<file path="config.mk">
export PLATFORM = sky130hd
export DESIGN_NAME = atomic_lock_gen
export DESIGN_NICKNAME = d
export VERILOG_FILES = /design/src/rtl/atomic_lock_pkg.sv /design/src/rtl/atomic_lock_ctrl.sv /design/src/rtl/atomic_lock_path.sv /design/src/rtl/atomic_lock_gen.sv
export SDC_FILE = /design/constraint.sdc
export NUM_CORES = 1
export LEC_CHECK = 0
export BUFFER_PORTS_ARGS = -buffer_cell sky130_fd_sc_hd__buf_4
export CORE_AREA = 3 3 40 42
export DETAILED_ROUTE_END_ITERATION = 12
export DIE_AREA = 0 0 43 45
export SYNTH_ARGS = -nofsm -noshare
export SYNTH_HDL_FRONTEND = slang
export SYNTH_HIERARCHICAL = 1
export SYNTH_SLANG_ARGS = --single-unit
</file>
<file path="constraint.sdc">
create_clock -name clk -period 3.8 [get_ports clk]
set_input_delay 0.57 -clock clk [delete_from_list [all_inputs] [get_ports clk]]
set_output_delay 0.57 -clock clk [all_outputs]
set_load 0.05 [all_outputs]
</file>
<file path="src/rtl/atomic_lock_pkg.sv">
package atomic_lock_pkg;

  typedef enum logic [1:0] {
    ST_IDLE    = 2'd0,
    ST_LOCKED  = 2'd1,
    ST_RELWAIT = 2'd2
  } lockState_t;

  // strobes passed from control to datapath
  typedef struct packed {
    logic assertNow;  // first address cycle of an atomic sequence
    logic held;       // lock state already entered
  } lockStrobes_t;

endpackage

</file>
<file path="src/rtl/atomic_lock_ctrl.sv">
module atomic_lock_ctrl
  import atomic_lock_pkg::*;
(
  input  logic         clk,
  input  logic         rstN,
  input  logic         frameN,
  input  logic         lockN,
  input  logic         addrStrobe,
  input  logic         lockEnable,
  input  logic         accessBusy,
  output lockStrobes_t sb
);

  lockState_t state, stateNext;
  logic startNow;
  logic releaseSeen;

  assign startNow    = (state == ST_IDLE) && lockEnable && addrStrobe && !lockN;
  assign releaseSeen = frameN && lockN;

  always_comb begin
    stateNext = state;
    if (!lockEnable) begin
      stateNext = ST_IDLE;
    end else begin
      unique case (state)
        ST_IDLE:    if (startNow) stateNext = ST_LOCKED;
        ST_LOCKED:  if (releaseSeen) stateNext = ST_RELWAIT;
        ST_RELWAIT: if (!accessBusy) stateNext = ST_IDLE;
        default:    stateNext = ST_IDLE;
      endcase
    end
  end

  always_ff @(posedge clk) begin
    if (!rstN) state <= ST_IDLE;
    else       state <= stateNext;
  end

  assign sb.assertNow = startNow;
  assign sb.held      = (state != ST_IDLE);


  release_step_chk: assert property (@(posedge clk) disable iff (!rstN)
    (state == ST_LOCKED && lockEnable && frameN && lockN) |=> (state == ST_RELWAIT));


  busy_hold_chk: assert property (@(posedge clk) disable iff (!rstN)
    (state == ST_RELWAIT && lockEnable && accessBusy) |=> (state != ST_IDLE));


  no_early_release_chk: assert property (@(posedge clk) disable iff (!rstN)
    (state == ST_LOCKED && lockEnable && !(frameN && lockN)) |=> (state == ST_LOCKED));

endmodule

</file>
<file path="src/rtl/atomic_lock_path.sv">
module atomic_lock_path
  import atomic_lock_pkg::*;
#(
  parameter int NUM_SPACES = 3
) (
  input  logic                  clk,
  input  logic                  rstN,
  input  lockStrobes_t          sb,
  input  logic                  lockEnable,
  input  logic                  addrStrobe,
  input  logic                  accessDone,
  input  logic [NUM_SPACES-1:0] reqHit,
  input  logic                  reqOwner,
  output logic                  accessBusy,
  output logic                  llockN,
  output logic [NUM_SPACES-1:0] spaceLocked,
  output logic                  retryReq
);

  logic lockOn;
  logic anyHit;

  // outstanding local access tracker
  always_ff @(posedge clk) begin
    if (!rstN)           accessBusy <= 1'b0;
    else if (addrStrobe) accessBusy <= !accessDone;
    else if (accessDone) accessBusy <= 1'b0;
  end

  assign lockOn = lockEnable && (sb.assertNow || sb.held);
  assign llockN = !lockOn;

  for (genvar s = 0; s < NUM_SPACES; s++) begin : g_space
    assign spaceLocked[s] = lockOn;
  end

  assign anyHit   = |reqHit;
  assign retryReq = lockOn && !reqOwner && anyHit;


  disabled_quiet_chk: assert property (@(posedge clk) disable iff (!rstN)
    !lockEnable |-> (llockN && !retryReq));


  retry_only_locked_chk: assert property (@(posedge clk) disable iff (!rstN)
    retryReq |-> (!llockN && !reqOwner));


  start_latch_chk: assert property (@(posedge clk) disable iff (!rstN)
    sb.assertNow |=> sb.held);


  busy_track_chk: assert property (@(posedge clk) disable iff (!rstN)
    (addrStrobe && !accessDone) |=> accessBusy);

endmodule

</file>
<file path="src/rtl/atomic_lock_gen.sv">
module atomic_lock_gen
  import atomic_lock_pkg::*;
#(
  parameter int NUM_SPACES = 3
) (
  input  logic                  clk,
  input  logic                  rstN,
  input  logic                  frameN,
  input  logic                  lockN,
  input  logic                  addrStrobe,
  input  logic                  accessDone,
  input  logic                  lockEnable,
  input  logic [NUM_SPACES-1:0] reqHit,
  input  logic                  reqOwner,
  output logic                  llockN,
  output logic [NUM_SPACES-1:0] spaceLocked,
  output logic                  retryReq
);

  lockStrobes_t sb;
  logic accessBusy;

  atomic_lock_ctrl ctrl_i (
    .clk        (clk),
    .rstN       (rstN),
    .frameN     (frameN),
    .lockN      (lockN),
    .addrStrobe (addrStrobe),
    .lockEnable (lockEnable),
    .accessBusy (accessBusy),
    .sb         (sb)
  );

  atomic_lock_path #(.NUM_SPACES(NUM_SPACES)) path_i (
    .clk         (clk),
    .rstN        (rstN),
    .sb          (sb),
    .lockEnable  (lockEnable),
    .addrStrobe  (addrStrobe),
    .accessDone  (accessDone),
    .reqHit      (reqHit),
    .reqOwner    (reqOwner),
    .accessBusy  (accessBusy),
    .llockN      (llockN),
    .spaceLocked (spaceLocked),
    .retryReq    (retryReq)
  );

endmodule

</file>
Yosys cells after proc, flatten, opt, wreduce, memory -nomap -nowiden
Index checks and enable logic that the tools add are counted.
W data, S select, Z words.
{ "word_totals": {"register_bits": 3, "in_bits": 11, "word_cells": 31} }
{ "classes": {"eq_ne": 5, "n_mux": 6, "reduce_logical": 18} }
{ "op_table": {"columns": ["op", "count"], "rows": [
  ["$logic_and A1 B1 Y1", 7],
  ["$mux W2", 3],
  ["$pmux W2 S3", 1],
  ["$logic_not A1 Y1", 4],
  ["$ne A2 B1 Y1 const B", 2],
  ["$reduce_bool A2 Y1", 2],
  ["$reduce_and A3 Y1", 1],
  ["$reduce_or A3 Y1", 1],
  ["$eq A2 B1 Y1 const B", 1],
  ["$eq A2 B2 Y1 const B", 1],
  ["$logic_not A2 Y1", 1],
  ["$mux W1", 2],
  ["$ne A2 B2 Y1 const B", 1],
  ["$reduce_and A2 Y1", 1],
  ["$logic_or A1 B1 Y1", 1]
]} }

Depth between registers and ports, before layout
{ "logic_depth": {"depth_word": 8, "ltp_mapped": 6, "depth_no_buf": 4} }

Hierarchy
The synthesis kept the hierarchy.
{ "modules_own_cells": {"columns": ["module", "n_inst", "cells_each", "area_per_inst_um2"], "rows": [
  ["atomic_lock_ctrl", 1, 13, 121.4],
  ["atomic_lock_path", 1, 10, 81.3]
]} }

Worst setup path after synthesis
No wires, ideal clock.
{ "synth_path": {"kind": "input to output", "from": "in lockN", "to": "out retryReq", "arrival_time_ns": 1.855, "path_slack_ns": 1.375, "cell_stages": 5, "path_buffers": 1, "path_cell_list": "nand2b_1 -> nor3_2 -> buf_4 -> o21ai_2 -> nor3_2"} }
{ "synth_between": {"elab_chain_len": 6} }
{ "synth_lines": {"columns": ["element", "line", "text"], "rows": [
  ["from (decl)", "atomic_lock_gen.sv:9", "input logic lockN,"],
  ["$logic_not A1 Y1", "atomic_lock_ctrl.sv:18", "assign startNow = (state == ST_IDLE) && lockEnable && addrStrobe && !lockN;"],
  ["$logic_and A1 B1 Y1", "atomic_lock_ctrl.sv:18", null],
  ["net ctrl_i.startNow", "atomic_lock_ctrl.sv:15", "logic startNow;"],
  ["$logic_or A1 B1 Y1", "atomic_lock_path.sv:30", "assign lockOn = lockEnable && (sb.assertNow || sb.held);"],
  ["$logic_and A1 B1 Y1", "atomic_lock_path.sv:30", null],
  ["$logic_and A1 B1 Y1 (2 in series)", "atomic_lock_path.sv:38", "assign retryReq = lockOn && !reqOwner && anyHit;"],
  ["to (decl)", "atomic_lock_gen.sv:17", "output logic retryReq"]
]} }
The timed path passes the listed nets, and every way through them passes these cells.

==> reports/metrics.cfg <==
[cells_and_area]
final_nets=50
utilization=0.257
diodes=0
drive_above_1_share=0.579
fin_area_um2=330
mostFrequentLayoutCells=buf_4 (15), clkbuf_4 (3), dfxtp_1 (3)
finalNonFillerCells=53
fill_cells=144
final_common_cell=buf_4
syn2layout_area_growth_pct=63.0

[drt]
drc=0
vias_per_cell=3.87
wire_per_inst_um=8.45
first_iter_violations=1
drtPass1Iterations=2
wl_um=448
vias=205
ant_nets=0

[place]
dp_slack_ps=1770
finalWeightedCongestion=0.573
dp.cells=49
post_dp_cell_area_um2=304
hpwl_um=401
port_buffers=15

[clock_network]
numClockSinks=3
ctsLongestPathBuffers=2
path_clk_slew_ps=40
cts_buffers=3
cts_setup_buffers=0
cts_root_buffer=clkbuf_4
cts_hold_buf=0
clk_latency_ps=230
cts_tree=built
postCtsResizedCells=0
h-tree-depth=1

[critical_path]
reg2reg_setup_slack_ps=2950
crit_start=ctrl_i/state[1]
r2r_start=ctrl_i/state[0]
r2r_end=ctrl_i/state[0]
worst-setup-path-type=flip-flop to output port
cp.arrival_ps=1450
path_max_fanout=4
start_kind=flip-flop
crit_path_end=retryReq
r2r_cells=2
endpoint_kind=output port
worstPathRequired_ps=3230

[logic_synthesis]
synthMuxAreaShare=0
synth_compound_area_frac=0.179
synthTopCellsByArea=dfxtp_1 (30%), buf_4 (15%), nor3_2 (9.9%)
synth.largest_area_cell=dfxtp_1
syn_inst=23
synth_fa_ha_area_frac=0
syn_nets=34
synth_top_family_by_area=simple AND/OR/NAND/NOR gates
yosys.area_share.simple=0.340
synth_top_area_frac=0.296
synth_seq_cells=3
synth-seq-area-share=0.296
syn_area_um2=203
syn_area_per_cell_um2=8.81
synthXorXnorAreaFrac=0
yosysWarnings=6
synth_cell_types=16

[pwr]
peakVddDrop_uv=149
power_density_nw_per_um2=342
p_leak_nw=0.155

[die]
rows=13
coreArea_um2=1280
die_y_um=45
ios=16
start_util=0.158
die_w_um=43
die-area_um2=1940

[global_route]
antenna_found_initial=0
track_usage=0.0550
grt_max_degree=5
grt_overflow_total=0
grt_pass1_wl_um=772
first_global_vias=208

[run]
maxCapViolations=0

[sta]
finalMaxSlewViolations=0
slew_headroom=0.863
clock-skew-final_ps=4.40
rsz0062_at_grt=no
fin_setup_tns_ps=0
fmax_mhz=495
worst_pin_slew_ps=203
finalHoldViolCount=0
final-setup-viol-count=0
period_share=0.531
period_minus_slack_ps=2020
setup_ws_ps=1780

[outcome]
status=completed

[min_path]
hp-class=flip-flop to flip-flop

## Yosys cell counts, drive strengths merged
master  number
dfxtp        3
nor3b        1
a21bo        1
buf          4
or2          1
nor3         3
nand3b       1
nor2         1
nand4b       1
a211oi       1
inv          2
nand2b       1
nand2        1
a21oi        1
o21ai        1
## worst min-delay path by stage
stage,depth (start not counted),startpoint,to
final,1,ctrl_i/state[1],ctrl_i/state[0]
after global routing,2,accessDone,path_i/accessBusy
after CTS,1,ctrl_i/state[1],ctrl_i/state[0]
after detailed placement,1,ctrl_i/state[1],ctrl_i/state[0]
after global placement,1,ctrl_i/state[1],ctrl_i/state[0]
after floorplan,1,ctrl_i/state[1],ctrl_i/state[0]
## final cells by class
class,count,area (um2),share of cell area
multi-input cells,14,105,0.318
inverters,2,7.51,0.0227
well taps,15,18.8,0.0568
flip-flops and latches,3,60.1,0.182
clock buffers,4,26.3,0.0795
repair buffers,15,113,0.341
## report_power, final
part | switching, mW | total, mW | internal [mW] | leakage [nW]
clock | 0.0149 | 0.0541 | 0.0392 | 0.0150
combinational | 0.0138 | 0.0256 | 0.0119 | 0.115
sequential | 0.000548 | 0.0331 | 0.0326 | 0.0244
## logic make-up (layout without fill, tap and decap cells)
kind of cell,count (synthesis),count (layout)
DFF,3,3
and+or+nand+nor,10,10
AOI/OAI and AO/OA,4,4
buffers and inverters,6,21
## stage by stage
stage,power (mW),hold slack [ps]
after floorplan,0.0493,428
after CTS,0.116,466
after global placement,0.0595,449
after detailed placement,0.0596,469
final,0.113,464
after global routing,0.121,488
## flip-flops by register name, indices dropped and copies added (netlist names)
name	count
path_i/accessBusy	1
ctrl_i/state	2
## layer usage
layer / wire [um] / global-route usage / part of all wire / vias to the layer above
met2: 196 / 0.0898 / 0.44 / 13
met1: 165 / 0.0530 / 0.37 / 87
li1: - / - / - / 105
met4: 0 / 0.0361 / 0 / 0
met5: 0 / 0 / 0 / -
met3: 86 / 0.0319 / 0.19 / 0
## critical path: stages (launching register included)
cell     delay (ps)
dfxtp_1         330
or2_1           270
nor3_2          180
o21ai_2          90
nor3_2          150
buf_4           210
No activity file was read; power rests on OpenSTA's default activity.
